===== src/rtl/rxf_pkg.sv =====
package rxf_pkg;

    typedef enum logic [0:0] {
        ST_IDLE   = 1'b0,
        ST_RESULT = 1'b1
    } rxf_state_e;

    typedef struct packed {
        logic [3:0] gpo;
        logic       hold_sel;
        logic       cmp_hit;
        logic       cmp_miss;
        logic       rej_hit;
    } rxf_cfg_t;

endpackage


===== src/rtl/rxf_cfg_reg.sv =====
module rxf_cfg_reg
    import rxf_pkg::*;
(
    input  logic        clk,
    input  logic        rst_n,
    input  logic        soft_rst,
    input  logic        we,
    input  logic [15:0] wdata,
    output rxf_cfg_t    cfg,
    output logic [15:0] rdata
);

    logic       wr_ok;
    logic [3:0] gpo_q;
    logic [3:0] ctl_q;

    assign wr_ok = we && soft_rst;

    // output levels are not reset: undefined until first written
    always_ff @(posedge clk) begin
        if (wr_ok) begin
            gpo_q <= wdata[15:12];
        end
    end

    always_ff @(posedge clk or negedge rst_n) begin
        if (!rst_n) begin
            ctl_q <= '0;
        end else if (wr_ok) begin
            ctl_q <= {wdata[4], wdata[2], wdata[1], wdata[0]};
        end
    end

    assign cfg.gpo      = gpo_q;
    assign cfg.hold_sel = ctl_q[3];
    assign cfg.cmp_hit  = ctl_q[2];
    assign cfg.cmp_miss = ctl_q[1];
    assign cfg.rej_hit  = ctl_q[0];

    assign rdata = {gpo_q, 7'b0, ctl_q[3], 1'b0, ctl_q[2:0]};

    // writes outside software reset leave control bits untouched
    p_locked_write_r2: assert property (@(posedge clk) disable iff (!rst_n)
        (we && !soft_rst) |=> $stable(ctl_q));

    // reserved positions never read back as 1
    p_reserved_zero_r2: assert property (@(posedge clk) disable iff (!rst_n)
        (rdata[11:5] == 7'b0) && !rdata[3]);

endmodule


===== src/rtl/rxf_addr_table.sv =====
module rxf_addr_table #(
    parameter int ENTRIES = 16,
    parameter int AW      = 48,
    localparam int IW     = $clog2(ENTRIES)
) (
    input  logic          clk,
    input  logic          rst_n,
    input  logic          wr_en,
    input  logic [IW-1:0] wr_idx,
    input  logic [AW-1:0] wr_addr,
    input  logic          wr_vld,
    input  logic [AW-1:0] key,
    output logic          hit
);

    logic [ENTRIES-1:0] hit_vec;
    logic [ENTRIES-1:0] vld_vec;

    for (genvar e = 0; e < ENTRIES; e++) begin : g_entry
        logic [AW-1:0] addr_q;
        logic          vld_q;

        always_ff @(posedge clk or negedge rst_n) begin
            if (!rst_n) begin
                vld_q  <= 1'b0;
                addr_q <= '0;
            end else if (wr_en && (wr_idx == IW'(e))) begin
                vld_q  <= wr_vld;
                addr_q <= wr_addr;
            end
        end

        assign vld_vec[e] = vld_q;
        assign hit_vec[e] = vld_q && (addr_q == key);
    end

    assign hit = |hit_vec;

    // a hit needs at least one occupied entry
    p_hit_needs_entry_r1: assert property (@(posedge clk) disable iff (!rst_n)
        hit |-> (vld_vec != '0));

endmodule


===== src/rtl/rx_addr_filter.sv =====
module rx_addr_filter
    import rxf_pkg::*;
#(
    parameter int ENTRIES = 16,
    parameter int AW      = 48,
    parameter int NGPO    = 4,
    parameter int MC_BIT  = 40
) (
    input  logic                       clk,
    input  logic                       rst_n,
    input  logic                       soft_rst,
    input  logic                       cfg_we,
    input  logic [15:0]                cfg_wdata,
    output logic [15:0]                cfg_rdata,
    input  logic                       tbl_we,
    input  logic [$clog2(ENTRIES)-1:0] tbl_idx,
    input  logic [AW-1:0]              tbl_addr,
    input  logic                       tbl_vld,
    input  logic                       ext_bus_en,
    input  logic                       da_valid,
    input  logic [AW-1:0]              da,
    input  logic                       brd_en,
    input  logic                       pro_en,
    input  logic                       amc_en,
    output logic                       res_valid,
    output logic                       accept,
    output logic                       reject,
    output logic                       cmp_out,
    output logic                       cmp_oe,
    output logic                       cfg_err,
    output logic [NGPO-1:0]            gpo,
    output logic [NGPO-1:0]            gpo_oe
);

    rxf_cfg_t   cfg;
    rxf_state_e state_q, state_d;
    logic       hit;
    logic       is_bc, is_mc, flag_acc, tbl_acc, acc_d, cmp_d, mode_ok;
    logic       acc_q, cmp_q;

    rxf_cfg_reg u_cfg (
        .clk      (clk),
        .rst_n    (rst_n),
        .soft_rst (soft_rst),
        .we       (cfg_we),
        .wdata    (cfg_wdata),
        .cfg      (cfg),
        .rdata    (cfg_rdata)
    );

    rxf_addr_table #(.ENTRIES(ENTRIES), .AW(AW)) u_tbl (
        .clk     (clk),
        .rst_n   (rst_n),
        .wr_en   (tbl_we),
        .wr_idx  (tbl_idx),
        .wr_addr (tbl_addr),
        .wr_vld  (tbl_vld),
        .key     (da),
        .hit     (hit)
    );

    // verdict for the address presented this cycle
    always_comb begin
        is_bc    = &da;
        is_mc    = da[MC_BIT] && !is_bc;
        flag_acc = pro_en || (is_bc && brd_en) || (is_mc && amc_en);
        tbl_acc  = cfg.rej_hit ? !hit : hit;
        acc_d    = flag_acc || tbl_acc;
        mode_ok  = cfg.cmp_hit ^ cfg.cmp_miss;
        cmp_d    = mode_ok && !is_bc && (cfg.cmp_hit ? hit : !hit);
    end

    // next-state logic
    always_comb begin
        state_d = state_q;
        unique case (state_q)
            ST_IDLE:   state_d = da_valid ? ST_RESULT : ST_IDLE;
            ST_RESULT: state_d = da_valid ? ST_RESULT : ST_IDLE;
            default:   state_d = ST_IDLE;
        endcase
    end

    // state register
    always_ff @(posedge clk or negedge rst_n) begin
        if (!rst_n) begin
            state_q <= ST_IDLE;
        end else begin
            state_q <= state_d;
        end
    end

    // output register: capture the verdict with each strobe
    always_ff @(posedge clk or negedge rst_n) begin
        if (!rst_n) begin
            acc_q <= 1'b0;
            cmp_q <= 1'b0;
        end else if (da_valid) begin
            acc_q <= acc_d;
            cmp_q <= cmp_d;
        end
    end

    assign res_valid = (state_q == ST_RESULT);
    assign accept    = res_valid && acc_q;
    assign reject    = res_valid && !acc_q;
    assign cmp_oe    = mode_ok;
    assign cmp_out   = res_valid && cmp_q && cmp_oe;
    assign cfg_err   = cfg.cmp_hit && cfg.cmp_miss;
    assign gpo       = cfg.gpo;
    assign gpo_oe    = {NGPO{ext_bus_en}};

    // a strobe is followed by a verdict in the next cycle only
    p_result_follows_r3: assert property (@(posedge clk) disable iff (!rst_n)
        da_valid |=> res_valid);
    p_result_only_r3: assert property (@(posedge clk) disable iff (!rst_n)
        !da_valid |=> !res_valid);

    // accept and reject are exclusive and only with a verdict
    p_verdict_onehot_r3: assert property (@(posedge clk) disable iff (!rst_n)
        $onehot0({accept, reject}) && ((accept || reject) == res_valid));

    // a broadcast strobe never yields compress
    p_bcast_no_cmp_r10: assert property (@(posedge clk) disable iff (!rst_n)
        (da_valid && (&da)) |=> !cmp_out);

    // compress is quiet whenever its driver is off
    p_cmp_quiet_r11: assert property (@(posedge clk) disable iff (!rst_n)
        !cmp_oe |-> !cmp_out);
    p_err_no_oe_r11: assert property (@(posedge clk) disable iff (!rst_n)
        cfg_err |-> !cmp_oe);

endmodule


===== config.mk =====
export PLATFORM = sky130hd
export DESIGN_NAME = rx_addr_filter
export DESIGN_NICKNAME = d
export VERILOG_FILES = /design/src/rtl/rxf_pkg.sv /design/src/rtl/rxf_cfg_reg.sv /design/src/rtl/rxf_addr_table.sv /design/src/rtl/rx_addr_filter.sv
export SDC_FILE = /design/constraint.sdc
export NUM_CORES = 2
export LEC_CHECK = 0
export BUFFER_PORTS_ARGS = -buffer_cell sky130_fd_sc_hd__buf_2
export CORE_MARGIN = 5
export CORE_UTILIZATION = 52
export CTS_CLUSTER_SIZE = 8
export DETAILED_ROUTE_END_ITERATION = 7
export PLACE_DENSITY = 0.78
export SLEW_MARGIN = 20
export SYNTH_ARGS = -nofsm -noshare
export SYNTH_HDL_FRONTEND = slang
export SYNTH_SLANG_ARGS = --single-unit

===== constraint.sdc =====
create_clock -name clk -period 3.3 [get_ports clk]
set_input_delay 0.825 -clock clk [delete_from_list [all_inputs] [get_ports clk]]
set_output_delay 0.825 -clock clk [all_outputs]
set_load 0.005 [all_outputs]

==> metrics.txt <==
status completed; wire per inst 32.82 µm; Initial DRC Count 3343; clk slew on worst S/H paths 0.05 ns; # rows 100; Final Setup Violations 0; r2r setup slk about 0.17 ns; antenna viol nets, final 0; worst hold-check path type in2async; port bufs roughly 140; largest net degree at the start of global routing 101; Main synth FF type dfrtp_1; pwr dens approximately 650 mW/mm²; first-pass GRT wire length 203.7 mm; Arrival @ worst endpoint 3.66 ns; final hold vios 0; count of different cell masters after synthesis 49; Final WS setup 0.1664 ns; number of flops mapped to enable cells by yosys 4; Post-CTS Repair Setup Buffers 0; Clock Latency Late Sink 0.68 ns; vias in the first global route 28860; die height 283.5 µm; post-synth top area share between 50% and 60%; io pins 157; Tmin final 3.134 ns; Vias ~28000; ys async rst share 99.50%; worst-path fanout max 2; total routed wirelength 141.3 mm; clock skew 0.02252 ns; Placed Cells 4175; pre-CTS WS -0.4694 ns; total power 0.03001 W; Slew HR 23.45%; Synth area leader dfrtp_1; drc violations 0; Starting Density 52.35%; CP Capture Type flop; total core area 0.07432 mm²; CP Data Required Time 3.82 ns; type of origin of the critical path flop; Final HPWL DP 94.13 mm; Final Max Tran Viols 0; cell area after synthesis 0.03891 mm²; initial antenna violation count 18; Total GRT Usage 34.57%; Max clock buf depth 3; peak supply drop 0.5130 mV; # H-tree levels 3; max-cap violations 0; Final nets 3445; share of post-route cells with drive strength above 1 27.11%; CTS Root Cell clkbuf_16; Leakage around 20 nW; TritonCTS clock tree done; DR vias/cell 6.400; Setup TNS 0 ns; Worst-Margin Slew 1.138 ns; Synth warnings 0; Mean Syn Cell Area about 13 µm²; Synth Register Bits 795; Die ar. 0.08039 mm²; post-synthesis sequential area ratio between 50 and 60%; # clock sinks 795; gpl congestion 0.9947; main area contributors after synthesis dfrtp_1 (51%), mux2_1 (14%), xor2_1 (9.0%); non-filler cells, final around 4300; Final Cycle Share 94.96%; Max Fclk 319.1 MHz; total congestion overflow 0; RSZ-0062 raised after global routing no; Pre-antenna DRT Iters 8; cells after synthesis 2977; Chip Width 283.5 µm; Area Overhead vs Synth 18.06%; cts bufs inserted 109; CP Class reg2reg
-- report_power, final --
group	switching [W]	internal, W	leakage, nW
registers	0.00163	0.0120	9.73
clock network	0.00403	0.00585	1.39
logic	0.00319	0.00325	8.94
-- worst max-delay path: stages, from the launching register on --
cell and delay (ns):
dfrtp_1 0.39, xnor2_1 0.36, nand4_1 0.20, buf_4 0.20, nor4_1 0.34, buf_4 0.19, nand4_1 0.13, nor4_1 0.25
buf_4 0.18, nor4_1 0.06, nand4_1 0.26, buf_4 0.19, xnor2_1 0.13, a41oi_2 0.11
-- cell usage after synthesis, drive strengths merged (2+ instances only) --
cell type  instances
a2111oi            2
a21oi              8
a221oi            10
a222oi             3
a311oi             2
buf              154
clkbuf            90
clkinv             2
dfrtp            791
edfxtp             4
inv               37
mux2             776
nand2             21
nand2b             5
nand3             22
nand3b             2
nand4            113
nor2              15
nor2b              3
nor3              13
nor3b              3
nor4             121
o2111ai            2
o21ai             21
o221ai             2
o22ai             12
o2bb2ai            5
or3                2
xnor2            328
xor2             398
-- worst paths after layout --
kind,from,to,cells after the start
min in group clk,da_valid,res_valid,1
max,u_tbl.g_entry[7].addr_q[26],acc_q,13
min reg2reg,u_tbl.g_entry[15].vld_q,u_tbl.g_entry[15].vld_q,1
max in group asynchronous,rst_n,u_tbl.g_entry[3].addr_q[5],3
max reg2reg,u_tbl.g_entry[7].addr_q[26],acc_q,13
min,rst_n,u_tbl.g_entry[15].addr_q[17],1
-- per-layer routing --
metal  track usage, %  wire length (µm)  part of all wire (%)  vias up
li1                 -                 -                     -    10930
met1            43.12             51280                    36    14170
met2            50.88             61030                    43     1797
met3            11.57             16740                    12      639
met4            23.98             12100                   8.6       16
met5                0               126                 0.089        -
-- what timing repair did --
item                                    in CTS  in global routing
gates resized for setup                      0                  3
hold buffers                                 0                  0
endpoints found under the setup margin       0                  2
-- cells by family after synthesis --
logic type,after synthesis,share of synthesized area [%]
xor gates and xnor gates,726,16.34
other,1,0.009638
and+or+nand+nor,324,4.927
muxes,776,22.46
buffers and inverters,283,3.778
AOI/OAI and AO/OA,71,1.270
adders and majority gates,1,0.03215
DFF,795,51.18
-- registers in the layout (all words and copies together) (netlist names) --
| name | cells |
|---|---|
| u_tbl.g_entry.vld_q | 16 |
| u_cfg.gpo_q | 4 |
| res_valid | 1 |
| acc_q | 1 |
| u_cfg.ctl_q | 4 |
| cmp_q | 1 |
| u_tbl.g_entry.addr_q | 768 |
-- final cells by class --
class	instances	area, µm²
multi-input cells	1906	17670
fillers	5507	28390
flip-flops and latches	795	19910
inverters	39	146.4
well taps	969	1212
diodes	12	30.03
clock inverters	5	53.80
clock buffers	113	2785
repair buffers	466	4121
-- stage by stage --
step	instance area (µm²)	util [%]	hold slack [ns]
5_1_grt	45920	61.78	0.1307
3_5_place_dp	43050	57.92	0.4702
6_report	45940	61.81	0.1153
3_3_place_gp	43050	57.92	0.4675
4_1_cts	45890	61.74	0.09993
2_1_floorplan	38930	-	0.4512
-- cells in the final DEF, fill, tap and decap left out, types with 21 or more instances in the layout --
cell type | netlist | layout
buf_2 | 49 | 134
buf_4 | 60 | 255
nand3_1 | 21 | 21
mux2_2 | 287 | 287
mux2_1 | 489 | 489
clkbuf_16 | 0 | 111
nand4_1 | 113 | 113
dfrtp_1 | 791 | 791
buf_12 | 1 | 76
xor2_1 | 398 | 398
xnor2_1 | 328 | 328
inv_1 | 26 | 26
nor4_1 | 121 | 119
(Power assumes the default switching activity.)
